$ cat src/rtl/ea_pkg.sv
package ea_pkg;
  typedef enum logic [3:0] {
    EA_IND     = 4'd0,
    EA_POSTINC = 4'd1,
    EA_PREDEC  = 4'd2,
    EA_PREINC  = 4'd3,
    EA_POSTDEC = 4'd4,
    EA_DISP    = 4'd5,
    EA_IDX     = 4'd6,
    EA_ABS_S   = 4'd7,
    EA_ABS_L   = 4'd8,
    EA_PC_DISP = 4'd9,
    EA_PC_IDX  = 4'd10
  } ea_mode_e;
endpackage

$ cat src/rtl/ea_sext.sv
module ea_sext #(
  parameter int IN_W  = 16,
  parameter int OUT_W = 32
) (
  input  logic [IN_W-1:0]  val_i,
  output logic [OUT_W-1:0] val_o
);
  localparam int PAD_W = OUT_W - IN_W;
  assign val_o = {{PAD_W{val_i[IN_W-1]}}, val_i};
endmodule

$ cat src/rtl/ea_disp.sv
module ea_disp #(
  parameter int AW      = 32,
  parameter int SHORT_W = 16,
  parameter int BYTE_W  = 8
) (
  input  logic [AW-1:0] disp_i,
  input  logic [1:0]    dsz_i,
  output logic [AW-1:0] d_short_o,
  output logic [AW-1:0] d_sel_o
);
  logic [AW-1:0] d_byte;

  ea_sext #(.IN_W(BYTE_W),  .OUT_W(AW)) u_sx_b (.val_i(disp_i[BYTE_W-1:0]),  .val_o(d_byte));
  ea_sext #(.IN_W(SHORT_W), .OUT_W(AW)) u_sx_s (.val_i(disp_i[SHORT_W-1:0]), .val_o(d_short_o));

  always_comb begin
    unique case (dsz_i)
      2'd0:    d_sel_o = d_byte;
      2'd1:    d_sel_o = d_short_o;
      default: d_sel_o = disp_i;
    endcase
  end
endmodule

$ cat src/rtl/ea_index.sv
module ea_index #(
  parameter int AW      = 32,
  parameter int SHORT_W = 16
) (
  input  logic [AW-1:0] index_i,
  input  logic          long_i,
  input  logic [1:0]    scale_i,
  output logic [AW-1:0] scaled_o
);
  logic [AW-1:0] idx_short;
  logic [AW-1:0] idx_sel;

  ea_sext #(.IN_W(SHORT_W), .OUT_W(AW)) u_sx (.val_i(index_i[SHORT_W-1:0]), .val_o(idx_short));

  assign idx_sel  = long_i ? index_i : idx_short;
  assign scaled_o = idx_sel << scale_i;
endmodule

$ cat src/rtl/ea_step.sv
module ea_step #(
  parameter int AW = 32
) (
  input  logic [AW-1:0] base_i,
  input  logic [1:0]    size_i,
  output logic [AW-1:0] inc_o,
  output logic [AW-1:0] dec_o
);
  logic [AW-1:0] step;

  always_comb begin
    unique case (size_i)
      2'd0:    step = AW'(1);
      2'd1:    step = AW'(2);
      default: step = AW'(4);
    endcase
  end

  assign inc_o = base_i + step;
  assign dec_o = base_i - step;

  always_comb begin
    p_step_onehot_r4: assert ($onehot(step) && step <= AW'(4));
  end
endmodule

$ cat src/rtl/ea_gen.sv
module ea_gen
  import ea_pkg::*;
#(
  parameter int AW      = 32,
  parameter int SHORT_W = 16,
  parameter int BYTE_W  = 8
) (
  input  logic          clk_i,
  input  logic          rst_ni,
  input  logic          valid_i,
  input  logic [3:0]    mode_i,
  input  logic [1:0]    size_i,
  input  logic [AW-1:0] base_i,
  input  logic [AW-1:0] index_i,
  input  logic          idx_long_i,
  input  logic [1:0]    scale_i,
  input  logic [AW-1:0] disp_i,
  input  logic [1:0]    disp_sz_i,
  input  logic [AW-1:0] pc_i,
  output logic          valid_o,
  output logic [AW-1:0] addr_o,
  output logic          wb_valid_o,
  output logic [AW-1:0] wb_data_o
);
  logic [AW-1:0] d_short, d_sel, idx_sc, p_inc, p_dec;
  logic [AW-1:0] addr_n, wb_n;
  logic          wbv_n;

  ea_disp  #(.AW(AW), .SHORT_W(SHORT_W), .BYTE_W(BYTE_W)) u_disp (
    .disp_i(disp_i), .dsz_i(disp_sz_i), .d_short_o(d_short), .d_sel_o(d_sel));
  ea_index #(.AW(AW), .SHORT_W(SHORT_W)) u_index (
    .index_i(index_i), .long_i(idx_long_i), .scale_i(scale_i), .scaled_o(idx_sc));
  ea_step  #(.AW(AW)) u_step (
    .base_i(base_i), .size_i(size_i), .inc_o(p_inc), .dec_o(p_dec));

  always_comb begin
    addr_n = base_i;
    wb_n   = '0;
    wbv_n  = 1'b0;
    case (mode_i)
      EA_POSTINC: begin wbv_n = 1'b1; wb_n = p_inc; end
      EA_PREDEC:  begin wbv_n = 1'b1; wb_n = p_dec; addr_n = p_dec; end
      EA_PREINC:  begin wbv_n = 1'b1; wb_n = p_inc; addr_n = p_inc; end
      EA_POSTDEC: begin wbv_n = 1'b1; wb_n = p_dec; end
      EA_DISP:    addr_n = base_i + d_short;
      EA_IDX:     addr_n = base_i + idx_sc + d_sel;
      EA_ABS_S:   addr_n = d_short;
      EA_ABS_L:   addr_n = disp_i;
      EA_PC_DISP: addr_n = pc_i + d_short;
      EA_PC_IDX:  addr_n = pc_i + idx_sc + d_sel;
      default:    ;
    endcase
  end

  always_ff @(posedge clk_i or negedge rst_ni) begin
    if (!rst_ni) begin
      valid_o    <= 1'b0;
      addr_o     <= '0;
      wb_valid_o <= 1'b0;
      wb_data_o  <= '0;
    end else begin
      valid_o <= valid_i;
      if (valid_i) begin
        addr_o     <= addr_n;
        wb_valid_o <= wbv_n;
        wb_data_o  <= wb_n;
      end
    end
  end

  p_lat_r1: assert property (@(posedge clk_i) disable iff (!rst_ni)
    valid_i |=> valid_o);
  p_hold_r2: assert property (@(posedge clk_i) disable iff (!rst_ni)
    !valid_i |=> (!valid_o && $stable(addr_o) && $stable(wb_data_o) && $stable(wb_valid_o)));
  p_ind_nowb_r3: assert property (@(posedge clk_i) disable iff (!rst_ni)
    (valid_i && mode_i == EA_IND) |=> (!wb_valid_o && addr_o == $past(base_i)));
  p_postinc_step_r4: assert property (@(posedge clk_i) disable iff (!rst_ni)
    (valid_i && mode_i == EA_POSTINC) |=>
      (wb_valid_o && $onehot(wb_data_o - addr_o) && (wb_data_o - addr_o) <= AW'(4)));
  p_pre_same_r5: assert property (@(posedge clk_i) disable iff (!rst_ni)
    (valid_i && (mode_i == EA_PREDEC || mode_i == EA_PREINC)) |=>
      (wb_valid_o && wb_data_o == addr_o));
  p_abs_nowb_r8: assert property (@(posedge clk_i) disable iff (!rst_ni)
    (valid_i && mode_i == EA_ABS_L) |=> (!wb_valid_o && addr_o == $past(disp_i)));
  p_wb_zero_r12: assert property (@(posedge clk_i) disable iff (!rst_ni)
    !wb_valid_o |-> wb_data_o == '0);
endmodule

$ cat config.mk
export PLATFORM = sky130hd
export DESIGN_NAME = ea_gen
export DESIGN_NICKNAME = d
export VERILOG_FILES = /design/src/rtl/ea_pkg.sv /design/src/rtl/ea_sext.sv /design/src/rtl/ea_disp.sv /design/src/rtl/ea_index.sv /design/src/rtl/ea_step.sv /design/src/rtl/ea_gen.sv
export SDC_FILE = /design/constraint.sdc
export NUM_CORES = 1
export LEC_CHECK = 0
export ABC_AREA = 1
export BUFFER_PORTS_ARGS = -buffer_cell sky130_fd_sc_hd__buf_2
export CORE_UTILIZATION = 50
export DETAILED_ROUTE_END_ITERATION = 6
export GPL_TIMING_DRIVEN = 0
export PLACE_DENSITY_LB_ADDON = 0.05
export SETUP_SLACK_MARGIN = 0.5
export SYNTH_ARGS = -nofsm -noshare
export SYNTH_HDL_FRONTEND = slang
export SYNTH_SLANG_ARGS = --single-unit
$ cat constraint.sdc
create_clock -name clk_i -period 0.8 [get_ports clk_i]
set_input_delay 0.08 -clock clk_i [delete_from_list [all_inputs] [get_ports clk_i]]
set_output_delay 0.08 -clock clk_i [all_outputs]
set_load 0.02 [all_outputs]
==> impl_metrics.json, run 1 <==
{
  "status": "aborted with a tool error",
  "failing_step": "global routing (5_1_grt)",
  "stop_error": "[ERROR GRT-0232] Routing congestion too high. Check the congestion heatmap in the GUI.",
  "die_w_um": 182,
  "synth_top_cell_by_area": "nand2_1",
  "htree_num_levels": 3,
  "async_reset_ff_frac": 1.00,
  "numPortBuffers": 198,
  "ys_seq_area_frac": 0.102,
  "cts_root_buf": "clkbuf_16",
  "post_synth_num_cell_types": 52,
  "gp_congestion": 1.17,
  "num_rows": 65,
  "ys_ff_latch": 66,
  "synth_edf_count": 0,
  "syn-num-nets": 3310,
  "ys_warn_count": 0,
  "syn_area_per_cell_um2": 5.41,
  "die_height_um": 182,
  "clock_sinks": 66,
  "timing.worst_endpoint.kind": "register input",
  "initial_core_util": 0.511,
  "syn_area_um2": 16300,
  "overflow": 48,
  "track_usage": 0.729,
  "dpl.hpwl_um": 70300,
  "numCtsBuffers": 9,
  "ys.flop_type": "dfrtp_1",
  "synth_top_area_share": 0.261,
  "pin_count": 208,
  "syn_inst": 3004,
  "postGrtWorstEndpoint": "addr_o[27]$_DFFE_PN0P_/D",
  "grt_max_degree": 67,
  "synthTopCellsByArea": "nand2_1, inv_1, dfrtp_1",
  "cts_buffer_depth": 2,
  "placed_area_um2": 19600
}
-- per-layer routing --
layer / track usage / GRT overflow
met1: 0.741 / 0
met2: 0.906 / 36
met3: 0.563 / 0
met4: 0.708 / 12
met5: 0.216 / 0
-- logic make-up after synthesis --
family,count (synthesis),synth area share
compound gates,384,0.128
xor+xnor,29,0.0156
fa+ha+maj,164,0.157
buf+inv,583,0.141
flops,66,0.102
mux,6,0.00369
simple gates,1772,0.454
-- cells in the mapped netlist, types with 2 or more instances --
| library cell | count |
|---|---|
| nor3_1 | 25 |
| ha_1 | 97 |
| o21ai_1 | 25 |
| or2_2 | 9 |
| clkbuf_1 | 35 |
| nor2_4 | 5 |
| o21ai_0 | 137 |
| buf_1 | 3 |
| a21oi_2 | 8 |
| a32o_1 | 2 |
| clkinv_1 | 3 |
| a21o_1 | 6 |
| nor4_1 | 2 |
| nand4_1 | 33 |
| nand3b_1 | 21 |
| a21oi_1 | 165 |
| o31ai_1 | 2 |
| buf_6 | 9 |
| nor2_2 | 15 |
| o21a_1 | 2 |
| inv_1 | 494 |
| nand3_2 | 3 |
| xor2_1 | 20 |
| nor3_2 | 4 |
| nand2_4 | 2 |
| nand2_1 | 1132 |
| buf_2 | 20 |
| fa_1 | 67 |
| nor2_1 | 262 |
| a31oi_1 | 13 |
| buf_4 | 2 |
| nand2_2 | 6 |
| inv_2 | 16 |
| and3_1 | 3 |
| and2_1 | 8 |
| dfrtp_1 | 66 |
| o21bai_1 | 8 |
| nand3_1 | 240 |
| a22oi_1 | 2 |
| xnor2_1 | 9 |
| mux2i_1 | 6 |
| o22ai_1 | 2 |
| o211ai_1 | 6 |
-- repair_timing --
action	4_1_cts
pin swaps	210
endpoints found under the setup margin	197
cloned	4
setup buffers	114
gates resized for setup	753
endpoints found under the hold margin	67
-- metrics by stage --
stage / setup TNS, ns / cells / setup WS, ns
floorplan: -74.67 / 3004 / -1.95
global placement: -164.07 / 3637 / -3.36
detailed placement: -174.25 / 3637 / -3.42
CTS: -91.10 / 3771 / -2.07
==> run 2: changes to the inputs <==
--- a/config.mk
+++ b/config.mk
@@ -7,11 +7,10 @@
 export LEC_CHECK = 0
 export ABC_AREA = 1
 export BUFFER_PORTS_ARGS = -buffer_cell sky130_fd_sc_hd__buf_2
-export CORE_UTILIZATION = 50
+export CORE_UTILIZATION = 35
 export DETAILED_ROUTE_END_ITERATION = 6
 export GPL_TIMING_DRIVEN = 0
-export PLACE_DENSITY_LB_ADDON = 0.05
-export SETUP_SLACK_MARGIN = 0.5
+export PLACE_DENSITY_LB_ADDON = 0.15
 export SYNTH_ARGS = -nofsm -noshare
 export SYNTH_HDL_FRONTEND = slang
 export SYNTH_SLANG_ARGS = --single-unit
==> run 2 against run 1 <==
The flow now finishes, with violations (negative hold slack, negative setup slack). Area after synthesis stayed put. Synthesized cell count stayed put.
==> impl_metrics.json, run 2 <==
{
  "clk_latency_ns": 0.36,
  "num_vias": 21820,
  "async_reset_ff_frac": 1.00,
  "ys_top_cells_by_count": "nand2_1, inv_1, nor2_1, nand3_1, a21oi_1",
  "numCtsBuffers": 9,
  "gp_congestion": 1.03,
  "num_rows": 78,
  "synth_top_cell_by_area": "nand2_1",
  "grt_max_degree": 67,
  "min_path_type": "primary input to asynchronous set/reset pin",
  "cts_tree": "done",
  "fin_crit_sh": 3.67,
  "post_synth_num_cell_types": 52,
  "coreArea_um2": 45600,
  "initial_core_util": 0.357,
  "irDropWorstVdd_mv": 1.39,
  "dp_cells": 3802,
  "mostFrequentLayoutCells": "nand2_1, inv_1, nor2_1, nand2_2, nand3_1",
  "cts_root_buf": "clkbuf_16",
  "r2r_start": "wb_data_o[31]",
  "total_power_mw": 40.8,
  "layout_commonest_cell": "nand2_1",
  "synth_most_common_cell": "nand2_1",
  "die_w_um": 218,
  "cap_viol_max_count": 0,
  "place_ws_ns": -3.35,
  "hold_viol": 66,
  "numPortBuffers": 198,
  "clock_skew_ns": 0,
  "ys.flop_type": "dfrtp_1",
  "rr_worst_depth": 3,
  "pin_count": 208,
  "rrSetupSlack_ns": -0.03,
  "ys_warn_count": 0,
  "critPathKind": "primary input to flip-flop",
  "syn_area_per_cell_um2": 5.41,
  "first_pass_iters": 6,
  "synthToLayoutAreaGrowth_pct": 56.5,
  "drt_iter0_drc": 1587,
  "maxSlewViolCount": 0,
  "n_fill_cell": 4446,
  "powerDensity_nw_per_um2": 1600,
  "reg_top3": "addr_o x32, wb_data_o x32",
  "die_height_um": 218,
  "path_max_fanout": 7,
  "finalNetCount": 3703,
  "wl_per_cell_um": 23.5,
  "syn_area_um2": 16300,
  "violations": "negative hold slack, negative setup slack",
  "totalWireLength_um": 94000,
  "synth_top_area_share": 0.261,
  "hold_ws_ns": -0.179,
  "clock_sinks": 66,
  "drive_above_1_share": 0.373,
  "post-route-util": 0.558,
  "worst-slew-pin-transition_ns": 1.21,
  "rsz0062_at_grt": "yes",
  "cp.arrival_ns": 3.18,
  "syn-num-nets": 3310,
  "max_freq_mhz": 340,
  "startpoint": "scale_i[0]",
  "dieArea_um2": 47300,
  "route.detailed.drc": 0,
  "status": "finished, violations left",
  "htree_num_levels": 3,
  "fin_setup_tns_ns": -100.38,
  "crit_path_start_kind": "primary input",
  "dpl.hpwl_um": 78400,
  "power.leakage_nw": 12.5,
  "setup_slack_ns": -2.14,
  "instances_no_fill": 4003,
  "ys_ff_latch": 66,
  "ys_seq_area_frac": 0.102,
  "grt_pass1_wl_um": 133000,
  "synthTopCellsByArea": "nand2_1, inv_1, dfrtp_1",
  "required_ns": 1.05,
  "end_kind": "flip-flop",
  "setup_viol": 131,
  "overflow": 0,
  "grt_pass1_vias": 21291,
  "path_clk_slew_ns": 0.06,
  "cts_buffer_depth": 2,
  "r2r_end": "wb_data_o[31]",
  "track_usage": 0.388,
  "synth_edf_count": 0,
  "antenna_found_initial": 1,
  "relSlewSlack": 0.194,
  "period_minus_slack_ns": 2.94,
  "vias_per_cell": 5.45,
  "cts_hold_buf": 1,
  "ant_nets": 0,
  "syn_inst": 3004
}
[run 2: cell counts after synthesis]
No cell type changed its count.
[run 2: timing repair]
item,CTS,global route
setup endpoints to repair,131,131
hold endpoints to repair,67,66
pin swaps,197,233
resized for setup,690,304
setup buffers,115,67
gates cloned,4,1
[run 2: cell type report]
class                      count  area, um^2  share of cell area
multi-input combinational   2355       16800               0.660
antenna                        1        2.50           0.0000983
sequential                    66        1650              0.0649
tap                          600         751              0.0295
clock inverter                 5        78.8             0.00310
timing repair buffer         383        3200               0.126
buffer                        68         649              0.0255
inverter                     514        2080              0.0818
clock buffer                  11         233             0.00915
[run 2: per-stage QoR]
stage	cell area [um^2]	hold WS, ns
after floorplan	18000	-0.216
after global placement	19800	0.367
after detailed placement	19800	0.229
after CTS	23700	-0.164
after global routing	25400	-0.116
final	25400	-0.179
[run 2: cell families (layout without fill, tap and decap cells)]
family,count (synthesis),count (layout),share of synthesized area
compound gates,384,384,0.128
xor+xnor,29,29,0.0156
fa+ha+maj,164,164,0.157
buf+inv,583,981,0.141
flops,66,66,0.102
mux,6,6,0.00369
other cells,0,1,0
simple gates,1772,1772,0.454
[run 2: metal layers]
| metal | global-route usage | vias to the layer above | share of wire |
|---|---|---|---|
| met4 | 0.212 | 2 | 0.065 |
| li1 | - | 10225 | - |
| met2 | 0.674 | 986 | 0.48 |
| met1 | 0.460 | 10338 | 0.38 |
| met3 | 0.0527 | 269 | 0.071 |
| met5 | 0 | - | 0.00013 |
[run 2: how the worst max path moves through the flow]
stage / end / slack, ns / cells past startpoint
final: addr_o[9] / -2.14 / 21
after global routing: addr_o[9] / -2.23 / 21
after CTS: addr_o[9] / -2.13 / 21
after detailed placement: addr_o[19] / -3.35 / 19
after global placement: addr_o[19] / -3.34 / 19
after floorplan: addr_o[26] / -1.95 / 24
[run 2: critical path: stages]
cell      delay, ns
buf_12         0.12
buf_12         0.14
mux2i_4        0.19
nor2_4         0.23
buf_6          0.14
fa_1           0.44
ha_4           0.21
fa_2           0.39
nand2_2        0.09
inv_2          0.04
nand2_2        0.08
nand2_4        0.08
nand2_2        0.07
nand2_2        0.08
or2_4          0.24
nand3_4        0.07
nand2_2        0.05
nor2_1         0.10
o211ai_1       0.09
nand2_1        0.14
nand2_1        0.08
[run 2: power by group]
| group | total (mW) | switching, mW | internal (mW) | leakage (nW) |
|---|---|---|---|---|
| logic | 32.4 | 19.9 | 12.5 | 11.5 |
| registers | 4.02 | 0.289 | 3.73 | 0.849 |
| clock network | 4.39 | 1.66 | 2.72 | 0.153 |
| total | 40.8 | 21.9 | 19.0 | 12.5 |
Note: power is estimated with default switching activity, not from simulation.
